File: src/rtl/pm_route_pkg.sv
package pm_route_pkg;
   typedef enum logic [2:0] {
      RA_PMCTL  = 3'd0,
      RA_SMISTS = 3'd1,
      RA_SMIMSK = 3'd2,
      RA_SMIRTE = 3'd3,
      RA_WAKSTS = 3'd4,
      RA_WAKMSK = 3'd5,
      RA_WAKCTL = 3'd6,
      RA_OUTCFG = 3'd7
   } reg_addr_e;

   localparam int unsigned ADDR_W        = 3;
   localparam int unsigned BIT_SCI_ROUTE = 0;
   localparam int unsigned BIT_WAKE_GLB  = 0;
   localparam int unsigned BIT_DEVINT    = 1;
endpackage

File: src/rtl/pm_route_w1c.sv
module pm_route_w1c #(
   parameter int unsigned W = 8
) (
   input  logic         clk,
   input  logic         rst_n,
   input  logic [W-1:0] evt_i,
   input  logic [W-1:0] clr_i,
   output logic [W-1:0] sts_o
);
   generate
      if (W < 1) begin : g_bad_w
         $error("pm_route_w1c: W must be at least 1");
      end
   endgenerate

   logic [W-1:0] sts_q;

   always_ff @(posedge clk or negedge rst_n) begin
      if (!rst_n) sts_q <= '0;
      else        sts_q <= (sts_q & ~clr_i) | evt_i;
   end

   assign sts_o = sts_q;

   AST_CLR_TAKES: assert property (@(posedge clk) disable iff (!rst_n)
      (clr_i != '0) |=> ((sts_q & $past(clr_i & ~evt_i)) == '0));
   AST_EVT_STICKS: assert property (@(posedge clk) disable iff (!rst_n)
      (evt_i != '0) |=> ((sts_q & $past(evt_i)) == $past(evt_i)));
   AST_HOLD_NO_CLR: assert property (@(posedge clk) disable iff (!rst_n)
      (clr_i == '0) |=> ((sts_q & $past(sts_q)) == $past(sts_q)));
endmodule

File: src/rtl/pm_route_regs.sv
module pm_route_regs
   import pm_route_pkg::*;
#(
   parameter int unsigned DATA_W = 8,
   parameter int unsigned N_SMI  = 8,
   parameter int unsigned N_WAKE = 8,
   parameter int unsigned SEL_W  = 3
) (
   input  logic              clk,
   input  logic              rst_n,
   input  logic              reg_we,
   input  logic [ADDR_W-1:0] reg_addr,
   input  logic [DATA_W-1:0] reg_wdata,
   output logic [DATA_W-1:0] reg_rdata,
   input  logic [N_SMI-1:0]  smi_evt_i,
   input  logic [N_WAKE-1:0] wake_evt_i,
   output logic [N_SMI-1:0]  smi_sts_o,
   output logic [N_SMI-1:0]  smi_msk_o,
   output logic [N_WAKE-1:0] wake_sts_o,
   output logic [N_WAKE-1:0] wake_msk_o,
   output logic              sci_route_o,
   output logic              smi_route_o,
   output logic              bridge_arm_o,
   output logic              wake_glb_o,
   output logic              devint_arm_o,
   output logic [SEL_W-1:0]  dest_sel_o,
   output logic              act_high_o,
   output logic              open_drain_o
);
   localparam int unsigned BIT_SMI_ROUTE = DATA_W - 1;
   localparam int unsigned BIT_BRIDGE    = DATA_W - 2;
   localparam int unsigned BIT_ACT_HIGH  = SEL_W;
   localparam int unsigned BIT_OPEN_DR   = SEL_W + 1;

   generate
      if (N_SMI > DATA_W || N_WAKE > DATA_W) begin : g_bad_n
         $error("pm_route_regs: event groups wider than the data path");
      end
      if (SEL_W + 2 > DATA_W) begin : g_bad_sel
         $error("pm_route_regs: OUTCFG fields do not fit the data path");
      end
      if (DATA_W < 4) begin : g_bad_dw
         $error("pm_route_regs: DATA_W must be at least 4");
      end
   endgenerate

   logic wr_pmctl, wr_smists, wr_smimsk, wr_smirte;
   logic wr_waksts, wr_wakmsk, wr_wakctl, wr_outcfg;

   always_comb begin
      wr_pmctl  = reg_we && (reg_addr == RA_PMCTL);
      wr_smists = reg_we && (reg_addr == RA_SMISTS);
      wr_smimsk = reg_we && (reg_addr == RA_SMIMSK);
      wr_smirte = reg_we && (reg_addr == RA_SMIRTE);
      wr_waksts = reg_we && (reg_addr == RA_WAKSTS);
      wr_wakmsk = reg_we && (reg_addr == RA_WAKMSK);
      wr_wakctl = reg_we && (reg_addr == RA_WAKCTL);
      wr_outcfg = reg_we && (reg_addr == RA_OUTCFG);
   end

   logic [N_SMI-1:0]  smi_clr;
   logic [N_WAKE-1:0] wake_clr;
   assign smi_clr  = wr_smists ? reg_wdata[N_SMI-1:0]  : '0;
   assign wake_clr = wr_waksts ? reg_wdata[N_WAKE-1:0] : '0;

   pm_route_w1c #(.W(N_SMI)) u_smi_sts (
      .clk   (clk),
      .rst_n (rst_n),
      .evt_i (smi_evt_i),
      .clr_i (smi_clr),
      .sts_o (smi_sts_o)
   );

   pm_route_w1c #(.W(N_WAKE)) u_wake_sts (
      .clk   (clk),
      .rst_n (rst_n),
      .evt_i (wake_evt_i),
      .clr_i (wake_clr),
      .sts_o (wake_sts_o)
   );

   logic [N_SMI-1:0]  smi_msk_q;
   logic [N_WAKE-1:0] wake_msk_q;
   logic              sci_route_q, smi_route_q, bridge_q, wake_glb_q, devint_q;
   logic [SEL_W-1:0]  sel_q;
   logic              act_high_q, open_dr_q;

   always_ff @(posedge clk or negedge rst_n) begin
      if (!rst_n) begin
         smi_msk_q   <= '0;
         wake_msk_q  <= '0;
         sci_route_q <= 1'b0;
         smi_route_q <= 1'b0;
         bridge_q    <= 1'b0;
         wake_glb_q  <= 1'b0;
         devint_q    <= 1'b0;
         sel_q       <= '0;
         act_high_q  <= 1'b0;
         open_dr_q   <= 1'b0;
      end else begin
         if (wr_pmctl)  sci_route_q <= reg_wdata[BIT_SCI_ROUTE];
         if (wr_smimsk) smi_msk_q   <= reg_wdata[N_SMI-1:0];
         if (wr_wakmsk) wake_msk_q  <= reg_wdata[N_WAKE-1:0];
         if (wr_smirte) begin
            smi_route_q <= reg_wdata[BIT_SMI_ROUTE];
            bridge_q    <= reg_wdata[BIT_BRIDGE];
         end
         if (wr_wakctl) begin
            wake_glb_q <= reg_wdata[BIT_WAKE_GLB];
            devint_q   <= reg_wdata[BIT_DEVINT];
         end
         if (wr_outcfg) begin
            sel_q      <= reg_wdata[SEL_W-1:0];
            act_high_q <= reg_wdata[BIT_ACT_HIGH];
            open_dr_q  <= reg_wdata[BIT_OPEN_DR];
         end
      end
   end

   always_comb begin
      reg_rdata = '0;
      unique case (reg_addr)
         RA_PMCTL:  reg_rdata[BIT_SCI_ROUTE] = sci_route_q;
         RA_SMISTS: reg_rdata[N_SMI-1:0]     = smi_sts_o;
         RA_SMIMSK: reg_rdata[N_SMI-1:0]     = smi_msk_q;
         RA_SMIRTE: begin
            reg_rdata[BIT_SMI_ROUTE] = smi_route_q;
            reg_rdata[BIT_BRIDGE]    = bridge_q;
         end
         RA_WAKSTS: reg_rdata[N_WAKE-1:0]    = wake_sts_o;
         RA_WAKMSK: reg_rdata[N_WAKE-1:0]    = wake_msk_q;
         RA_WAKCTL: begin
            reg_rdata[BIT_WAKE_GLB] = wake_glb_q;
            reg_rdata[BIT_DEVINT]   = devint_q;
         end
         RA_OUTCFG: begin
            reg_rdata[SEL_W-1:0]    = sel_q;
            reg_rdata[BIT_ACT_HIGH] = act_high_q;
            reg_rdata[BIT_OPEN_DR]  = open_dr_q;
         end
         default: reg_rdata = '0;
      endcase
   end

   assign smi_msk_o    = smi_msk_q;
   assign wake_msk_o   = wake_msk_q;
   assign sci_route_o  = sci_route_q;
   assign smi_route_o  = smi_route_q;
   assign bridge_arm_o = bridge_q;
   assign wake_glb_o   = wake_glb_q;
   assign devint_arm_o = devint_q;
   assign dest_sel_o   = sel_q;
   assign act_high_o   = act_high_q;
   assign open_drain_o = open_dr_q;
endmodule

File: src/rtl/pm_route_core.sv
module pm_route_core #(
   parameter int unsigned N_SMI  = 8,
   parameter int unsigned N_WAKE = 8
) (
   input  logic              clk,
   input  logic              rst_n,
   input  logic [N_SMI-1:0]  smi_sts_i,
   input  logic [N_SMI-1:0]  smi_msk_i,
   input  logic [N_WAKE-1:0] wake_sts_i,
   input  logic [N_WAKE-1:0] wake_msk_i,
   input  logic              sci_route_i,
   input  logic              smi_route_i,
   input  logic              bridge_arm_i,
   input  logic              wake_glb_i,
   input  logic              devint_arm_i,
   output logic              smi_o,
   output logic              sci_o
);
   logic smi_pend, wake_pend, bridge_open;

   assign smi_pend    = |(smi_sts_i & smi_msk_i);
   assign wake_pend   = |(wake_sts_i & wake_msk_i);
   assign bridge_open = bridge_arm_i & devint_arm_i;

   assign smi_o = smi_route_i & smi_pend;
   assign sci_o = (sci_route_i & smi_pend)
                | (wake_glb_i & wake_pend)
                | (bridge_open & smi_pend);

   AST_SMI_NEEDS_ROUTE: assert property (@(posedge clk) disable iff (!rst_n)
      smi_o |-> smi_route_i);
   AST_SCI_HAS_PATH: assert property (@(posedge clk) disable iff (!rst_n)
      sci_o |-> (sci_route_i || wake_glb_i || (bridge_arm_i && devint_arm_i)));
   AST_DUAL_DELIVERY: assert property (@(posedge clk) disable iff (!rst_n)
      (smi_o && sci_route_i) |-> sci_o);
endmodule

File: src/rtl/pm_route_drive.sv
module pm_route_drive #(
   parameter int unsigned N_IRQ = 6,
   parameter int unsigned SEL_W = 3
) (
   input  logic             clk,
   input  logic             rst_n,
   input  logic             req_i,
   input  logic [SEL_W-1:0] sel_i,
   input  logic             act_high_i,
   input  logic             open_drain_i,
   output logic             pin_o,
   output logic             pin_oe_o,
   output logic [N_IRQ-1:0] irq_o,
   output logic [N_IRQ-1:0] irq_oe_o
);
   generate
      if (N_IRQ < 1 || N_IRQ + 1 > (1 << SEL_W)) begin : g_bad_irq
         $error("pm_route_drive: N_IRQ does not fit the destination code");
      end
   endgenerate

   logic lvl, drv_val, drv_oe;

   assign lvl = act_high_i ? req_i : ~req_i;

   always_comb begin
      if (open_drain_i) begin
         drv_val = 1'b0;
         drv_oe  = ~lvl;
      end else begin
         drv_val = lvl;
         drv_oe  = 1'b1;
      end
   end

   logic pin_sel;
   assign pin_sel  = (sel_i == '0);
   assign pin_o    = pin_sel & drv_val;
   assign pin_oe_o = pin_sel & drv_oe;

   generate
      for (genvar i = 0; i < N_IRQ; i++) begin : g_irq
         localparam logic [SEL_W-1:0] CODE = SEL_W'(i + 1);
         logic hit;
         assign hit         = (sel_i == CODE);
         assign irq_o[i]    = hit & drv_val;
         assign irq_oe_o[i] = hit & drv_oe;
      end
   endgenerate

   AST_ONE_IRQ_LINE: assert property (@(posedge clk) disable iff (!rst_n)
      $onehot0(irq_oe_o));
   AST_PIN_EXCLUSIVE: assert property (@(posedge clk) disable iff (!rst_n)
      pin_oe_o |-> (irq_oe_o == '0));
   AST_OD_PULLS_LOW: assert property (@(posedge clk) disable iff (!rst_n)
      open_drain_i |-> (!pin_o && irq_o == '0));
   AST_PP_ALWAYS_ON: assert property (@(posedge clk) disable iff (!rst_n)
      (!open_drain_i && sel_i == '0) |-> pin_oe_o);
endmodule

File: src/rtl/pm_event_router.sv
module pm_event_router
   import pm_route_pkg::*;
#(
   parameter int unsigned DATA_W = 8,
   parameter int unsigned N_SMI  = 8,
   parameter int unsigned N_WAKE = 8,
   parameter int unsigned N_IRQ  = 6
) (
   input  logic              clk,
   input  logic              rst_n,
   input  logic              reg_we,
   input  logic [2:0]        reg_addr,
   input  logic [DATA_W-1:0] reg_wdata,
   output logic [DATA_W-1:0] reg_rdata,
   input  logic [N_SMI-1:0]  smi_evt_i,
   input  logic [N_WAKE-1:0] wake_evt_i,
   output logic              smi_o,
   output logic              sci_o,
   output logic              pin_o,
   output logic              pin_oe_o,
   output logic [N_IRQ-1:0]  irq_o,
   output logic [N_IRQ-1:0]  irq_oe_o
);
   localparam int unsigned SEL_W = $clog2(N_IRQ + 1);

   logic [N_SMI-1:0]  smi_sts, smi_msk;
   logic [N_WAKE-1:0] wake_sts, wake_msk;
   logic              sci_route, smi_route, bridge_arm, wake_glb, devint_arm;
   logic [SEL_W-1:0]  dest_sel;
   logic              act_high, open_drain;

   pm_route_regs #(
      .DATA_W (DATA_W),
      .N_SMI  (N_SMI),
      .N_WAKE (N_WAKE),
      .SEL_W  (SEL_W)
   ) u_regs (
      .clk          (clk),
      .rst_n        (rst_n),
      .reg_we       (reg_we),
      .reg_addr     (reg_addr),
      .reg_wdata    (reg_wdata),
      .reg_rdata    (reg_rdata),
      .smi_evt_i    (smi_evt_i),
      .wake_evt_i   (wake_evt_i),
      .smi_sts_o    (smi_sts),
      .smi_msk_o    (smi_msk),
      .wake_sts_o   (wake_sts),
      .wake_msk_o   (wake_msk),
      .sci_route_o  (sci_route),
      .smi_route_o  (smi_route),
      .bridge_arm_o (bridge_arm),
      .wake_glb_o   (wake_glb),
      .devint_arm_o (devint_arm),
      .dest_sel_o   (dest_sel),
      .act_high_o   (act_high),
      .open_drain_o (open_drain)
   );

   pm_route_core #(
      .N_SMI  (N_SMI),
      .N_WAKE (N_WAKE)
   ) u_core (
      .clk          (clk),
      .rst_n        (rst_n),
      .smi_sts_i    (smi_sts),
      .smi_msk_i    (smi_msk),
      .wake_sts_i   (wake_sts),
      .wake_msk_i   (wake_msk),
      .sci_route_i  (sci_route),
      .smi_route_i  (smi_route),
      .bridge_arm_i (bridge_arm),
      .wake_glb_i   (wake_glb),
      .devint_arm_i (devint_arm),
      .smi_o        (smi_o),
      .sci_o        (sci_o)
   );

   pm_route_drive #(
      .N_IRQ (N_IRQ),
      .SEL_W (SEL_W)
   ) u_drive (
      .clk          (clk),
      .rst_n        (rst_n),
      .req_i        (sci_o),
      .sel_i        (dest_sel),
      .act_high_i   (act_high),
      .open_drain_i (open_drain),
      .pin_o        (pin_o),
      .pin_oe_o     (pin_oe_o),
      .irq_o        (irq_o),
      .irq_oe_o     (irq_oe_o)
   );
endmodule

File: config.mk
export PLATFORM = sky130hd
export DESIGN_NAME = pm_event_router
export DESIGN_NICKNAME = d
export VERILOG_FILES = /design/src/rtl/pm_route_pkg.sv /design/src/rtl/pm_route_w1c.sv /design/src/rtl/pm_route_regs.sv /design/src/rtl/pm_route_core.sv /design/src/rtl/pm_route_drive.sv /design/src/rtl/pm_event_router.sv
export SDC_FILE = /design/constraint.sdc
export NUM_CORES = 1
export LEC_CHECK = 0
export CAP_MARGIN = 30
export CORE_MARGIN = 2
export CORE_UTILIZATION = 40
export DETAILED_ROUTE_END_ITERATION = 12
export DONT_BUFFER_PORTS = 1
export GPL_TIMING_DRIVEN = 0
export PLACE_DENSITY_LB_ADDON = 0.05
export SLEW_MARGIN = 20
export SYNTH_ARGS = -nofsm -noshare
export SYNTH_HDL_FRONTEND = slang
export SYNTH_HIERARCHICAL = 1
export SYNTH_SLANG_ARGS = --single-unit
File: constraint.sdc
create_clock -name clk -period 2 [get_ports clk]
set_input_delay 0.4 -clock clk [delete_from_list [all_inputs] [get_ports clk]]
set_output_delay 0.4 -clock clk [all_outputs]
set_load 0.01 [all_outputs]
## After elaboration in Yosys (flattened, before gate mapping)

Cells that the tools add are included.

- Bitwise logic cells: 31
- $mul: 0
- Reductions and logical operators: 12
- Div/mod/pow operators: 0
- Shift-type cells: 0
- Equal/unequal tests: 13
- Multiplexer cells: 10
- $add $sub $neg: 0
- Order comparisons: 0

Operator list:

| cell | count |
|---|---|
| bitwise AND 8 bit | 4 |
| equality test 3 bit, second input constant | 7 |
| bitwise AND 1 bit | 19 |
| two-way mux 8 bit | 2 |
| inverter 8 bit | 2 |
| bitwise OR 8 bit | 2 |
| OR reduction 8 bit | 2 |
| case mux 3 bit (5 select lines) | 1 |
| equality test 3 x 2 -> 1 bit, second input constant | 4 |
| case mux 2 bit (5 select lines) | 1 |
| logical AND 1 bit | 8 |
| case mux 1 bit (7 select lines) | 1 |
| equality test 3 x 1 -> 1 bit, second input constant | 2 |
| logical NOT 3 bit | 2 |
| case mux 1 bit (6 select lines) | 1 |
| case mux 1 bit (4 select lines) | 1 |
| two-way mux 1 bit | 3 |
| inverter 1 bit | 2 |
| bitwise OR 1 bit | 2 |

- Bits of input ports: 30
- Register bits after elaboration: 42
- Memory bits (writable): 0
- Memories: 0
- Output and inout bits: 24
- Bits in latches: 0
- Memory bits (read-only): 0

## Longest topological paths before layout

- Depth after elaboration: 10
- Gate-level depth with buffers: 6

## Modules after synthesis

The synthesis kept the hierarchy.

By module, submodules not included:

| module | sequential area each (µm²) | instances | area an instance (µm²) | cells each |
|---|---|---|---|---|
| pm_route_regs | 650.6 | 1 | 1585.3 | 136 |
| pm_route_w1c | 200.2 | 2 | 290.3 | 24 |
| pm_route_drive | 0.0 | 1 | 175.2 | 24 |
| pm_route_core | 0.0 | 1 | 128.9 | 14 |

## Least setup slack after synthesis

No wires, ideal clock.

- Kind: register -> output
- Start: register u_regs.u_smi_sts.sts_q[3] (netlist: u_regs/u_smi_sts/sts_o[3])
- End: output port pin_o
- Buffers on the path: 0
- Slack: -21 ps
- Data arrival time: 1621 ps
- Cell stages (with the launch flop): 6
- Path through: dfrtp_1 a22oi_2 a41oi_1 a21o_1 xor2_1 nor4b_1

- Cells in the longest elaborated chain, start to end: 9
- Elaborated cells on any way between the ends: 10

RTL lines:

| what | line | source |
|---|---|---|
| start, declared | pm_route_w1c.sv:16 | `logic [W-1:0] sts_q;` |
| start signal, assigned | pm_route_w1c.sv:20 | `else sts_q <= (sts_q & ~clr_i) \| evt_i;` |
| bitwise AND 8 bit * | pm_route_core.sv:21 | `assign smi_pend = \|(smi_sts_i & smi_msk_i);` |
| OR reduction 8 bit * | pm_route_core.sv:21 |  |
| bitwise AND 1 bit | pm_route_core.sv:26 | `assign sci_o = (sci_route_i & smi_pend)` |
| bitwise OR 1 bit | pm_route_core.sv:27 | `\| (wake_glb_i & wake_pend)` |
| bitwise OR 1 bit * | pm_route_core.sv:28 | `\| (bridge_open & smi_pend);` |
| named net sci_o | pm_event_router.sv:18 | `output logic sci_o,` |
| inverter 1 bit | pm_route_drive.sv:24 | `assign lvl = act_high_i ? req_i : ~req_i;` |
| two-way mux 1 bit * | pm_route_drive.sv:24 |  |
| two-way mux 1 bit * | pm_route_drive.sv:27 | `if (open_drain_i) begin` |
| bitwise AND 1 bit * | pm_route_drive.sv:38 | `assign pin_o = pin_sel & drv_val;` |
| end, declared | pm_event_router.sv:19 | `output logic pin_o,` |

The timed path passes the listed nets; every way through them passes the cells marked *.

## Worst setup path after layout

- Start: register u_regs.smi_msk_q[2] (netlist: u_regs/smi_msk_o[2])
- End: output port pin_oe_o

- Cells in the longest elaborated chain, start to end: 10
- Elaborated cells on any way between the ends: 11

RTL lines:

| what | line | source |
|---|---|---|
| start, declared | pm_route_regs.sv:82 | `logic [N_SMI-1:0] smi_msk_q;` |
| start signal, assigned | pm_route_regs.sv:102 | `if (wr_smimsk) smi_msk_q <= reg_wdata[N_SMI-1:0];` |
| bitwise AND 8 bit * | pm_route_core.sv:21 |  |
| OR reduction 8 bit * | pm_route_core.sv:21 |  |
| bitwise AND 1 bit | pm_route_core.sv:26 |  |
| bitwise OR 1 bit | pm_route_core.sv:27 |  |
| bitwise OR 1 bit * | pm_route_core.sv:28 |  |
| named net sci_o | pm_event_router.sv:18 |  |
| inverter 1 bit | pm_route_drive.sv:24 |  |
| two-way mux 1 bit * | pm_route_drive.sv:24 |  |
| inverter 1 bit * | pm_route_drive.sv:29 | `drv_oe = ~lvl;` |
| two-way mux 1 bit * | pm_route_drive.sv:27 |  |
| bitwise AND 1 bit * | pm_route_drive.sv:39 | `assign pin_oe_o = pin_sel & drv_oe;` |
| end, declared | pm_event_router.sv:20 | `output logic pin_oe_o,` |

Marks and branches as above.

==> results.md <==
| Quantity | Reported |
|---|---|
| Standard cell with the maximum stage delay on the critical path | a2111oi_4 |
| Buffers added on ports | 0 |
| Initial antenna violation count | 0 |
| Largest net degree at the start of global routing | 43 |
| NumNets Final | 275 |
| Root Buffer Master | clkbuf_8 |
| Weighted congestion reported at the end of routability-driven placement | 0.869 |
| Vias in the first global route | 1870 |
| Cell chain of the critical path | a22oi_2, a41oi_2, a21o_4, xnor2_4, a2111oi_4 |
| Cells on Worst Hold Path | 1 |
| Final setup fails | 14 |
| Placed wire-length estimate | 4720 um |
| Starting density of the core | 41.5% |
| DR vias | 1837 |
| Number of non-filler instances in the completed layout | 319 |
| Cell type group with the largest total delay on the critical path | compound AO/OA/AOI/OAI gates |
| Post-detailed-route count of antenna-violating nets | 0 |
| Flops & latches, synth | 42 |
| Fraction of registers with async set/reset | 100% |
| Height of the die | 82.6 um |
| CP Capture Type | output port |
| Critical Setup Path Class | reg -> out |
| Required @ worst endpoint | 1.60 ns |
| Share of the clock period used by the worst path | 125% |
| Worst supply voltage drop on vdd | 0.000476 V |
| Placed cell area | 0.00257 sq mm |
| Total die area | 0.00682 sq mm |
| 1st-iter DRT viols | 99 |
| Violations in the final reports | setup timing |
| CP Launch Type | register |
| Startpoint of the most critical hold path | wake_evt_i[2] |
| Area inside the core boundary | 0.00596 sq mm |
| CTS tree | built |
| Non-Filler Cell Area, Final | 0.00301 sq mm |
| H-tree lvl count | 2 |
| Number of enable-type register cells in the synthesized netlist | 0 |
| Main flop type after synthesis | dfrtp_1 |
| Final wirelength | 6630 um |
| Max cap viols | 0 |
| Length of the first detailed-routing pass in iterations | 5 |
| Number of buffers and inverters on the critical path | 0 |
| Standard-cell rows | 28 |
| Fraction of final layout cells with drive strength greater than 1 | 38.9% |
| Reg2reg start | u_regs/dest_sel_o[0] |
| Clock period minus final worst setup slack | 2.51 ns |
| Status | finished with violations |
| Wire length of the first global-routing pass | 10100 um |
| Placed cell count | 297 |
| Gate Count Post-Synth | 222 |
| Timing startpoint of the critical path | u_regs/smi_msk_o[2] |
| DRC errors left | 0 |
| Width of the chip | 82.6 um |
| Total GRT Usage | 20.6% |
| Setup repair after global routing missed its margin | true |
| Arrival time of the worst setup path | 2.11 ns |
| Num Clock Sinks | 42 |
| Slew HR | 41.0% |
| Number of vias per cell | 5.76 |
| Timing-limited maximum frequency | 0.399 GHz |
| Number of inserted diodes | 0 |
| Post-Synthesis Mean Instance Area | 11.1 sq um |
| Tightest Hold Check Type | in -> reg |
| Slowest cell delay on critical path | 0.41 ns |
| Final total power | 0.00260 W |
| Count of cell types in the netlist | 51 |
| Maximum net fanout on the critical path | 7 |
| FF-to-FF path depth | 1 |
| Sequential cell area fraction in the yosys report | 42.6% |
| Power per unit of standard cell area | 863 mW/mm^2 |
| Lkg Pwr | 1.11 nW |
| Num ports | 54 |
| Clock-pin slew of the registers on the worst-case setup and hold paths | 0.08 ns |
| Average wire length per cell after detail routing | 20.8 um |
| Total congestion overflow after global routing | 0 |
| Post-route clock skew | 0 ns |
| Count of cell instances traversed by the critical path | 5 |
| Pins over their slew limit | 0 |
| Yosys warning total | 6 |
| Maximum count of clock buffers along a single path | 2 |
| Net count of the mapped netlist | 254 |
| Num CTS Buffers | 5 |
| Worst-margin pin slew | 0.886 ns |
| Post-synthesis instance area | 0.00247 sq mm |
| Worst setup margin | -0.509 ns |
| Syn-to-layout area delta | 21.9% |
| Number of hold-slack violations in the final timing report | 0 |
| Clock latency at the later pin of the worst-skew pair | 0.28 ns |
==> layer usage <==
layer,GRT usage (%),share of wire [%]
met4,5.41,1.0
met2,35.1,50
met3,4.67,5.2
met5,0,0
met1,26.3,44
==> cell usage after synthesis (all sizes together) (3+ instances only) <==
library cell,number,share of area [%]
dfrtp,42,43
mux2,31,14
inv,19,2.9
a21o,17,5.2
and2,16,4.1
a22oi,12,4.8
buf,8,1.8
nand2,6,0.91
nand2b,6,1.6
a211oi,5,1.5
mux2i,5,2.0
nor4,5,1.3
nand3,4,1.0
nor2b,4,1.0
nor3,4,1.0
nor2,3,0.76
o32ai,3,1.1
==> where the power goes <==
part	internal [W]	total (W)	switching, W
clock	0.000279	0.000568	0.000289
sequential	0.000972	0.00112	0.000151
combinational	0.000423	0.000908	0.000485
total	0.00167	0.00260	0.000925
==> metrics by stage <==
| step | hold WS [ns] | setup slack, ns | TNS (ns) | util (%) |
|---|---|---|---|---|
| after CTS | 0.186 | -0.468 | -5.58 | 49.0 |
| after global routing | 0.177 | -0.552 | -6.72 | 50.6 |
| after global placement | 0.105 | -0.351 | -3.93 | 43.2 |
| final | 0.190 | -0.509 | -5.94 | 50.6 |
| after floorplan | 0.104 | -0.0180 | -0.0359 | - |
| after detailed placement | 0.105 | -0.398 | -4.26 | 43.2 |
==> path summary, 6_finish.rpt <==
| kind | end | slack, ns |
|---|---|---|
| worst min-delay path | u_regs/u_wake_sts/sts_o[2] | 0.19 |
| max in group asynchronous | u_regs/dest_sel_o[1] | 1.16 |
| worst min register to register | u_regs/u_wake_sts/sts_o[2] | 0.52 |
| worst max register to register | u_regs/dest_sel_o[0] | 0.99 |
| min in group asynchronous | u_regs/smi_msk_o[2] | 0.62 |
| worst max-delay path | pin_oe_o | -0.51 |
==> cells in the final DEF, fill, tap and decap left out, types with 2 or more instances in the layout <==
cell type,instances
nor3_4,2
inv_1,19
dfrtp_1,41
buf_6,2
ha_1,2
nor4_4,4
a31oi_1,2
a22oi_1,7
nand2b_1,5
nand2_1,6
a2111oi_4,2
buf_2,5
nor2b_1,3
a211oi_2,5
nand3_1,3
a22oi_2,4
nor2_1,2
and2_1,16
clkbuf_8,6
mux2_2,29
mux2_4,2
o32ai_2,2
mux2i_1,5
buf_4,11
a21o_1,16
a21oi_1,2
o211ai_1,2
==> sequential cells by signal, indices dropped and copies added, names as in the netlist <==
register and count:
u_regs/open_drain_o 1, u_regs/smi_msk_o 8, u_regs/wake_msk_o 8, u_regs/act_high_o 1, u_regs/wake_glb_o 1, u_regs/sci_route_o 1, u_regs/devint_arm_o 1, u_regs/u_wake_sts/sts_o 8
u_regs/u_smi_sts/sts_o 8, u_regs/dest_sel_o 3, u_regs/bridge_arm_o 1, u_regs/smi_route_o 1
==> cell families (layout without fill, tap and decap cells) <==
| group | after synthesis | count (layout) | synth area share (%) |
|---|---|---|---|
| DFF | 42 | 42 | 42.6 |
| buffers and inverters | 28 | 50 | 4.91 |
| AOI/OAI and AO/OA | 54 | 54 | 18.4 |
| adders and majority gates | 2 | 2 | 1.01 |
| muxes | 37 | 37 | 17.4 |
| and+or+nand+nor | 57 | 57 | 14.7 |
| xor gates and xnor gates | 2 | 2 | 1.01 |
==> layout make-up <==
type	instances	area [sq um]
Fill cell	528	2940
Multi-Input combinational cell	152	1520
Buffer	9	52.6
Inverter	19	71.3
Tap cell	75	93.8
Sequential cell	42	1050
Clock buffer	7	86.3
Timing Repair Buffer	14	131
Clock inverter	1	5.00
==> timing repair <==
| action | CTS | global route |
|---|---|---|
| endpoints found under the hold margin | 42 | 0 |
| setup endpoints to repair | 18 | 18 |
| gates resized for setup | 28 | 7 |
| hold buffers | 2 | 0 |
| setup buffers | 5 | 7 |
| pin swaps | 10 | 4 |
(Power assumes the default switching activity.)
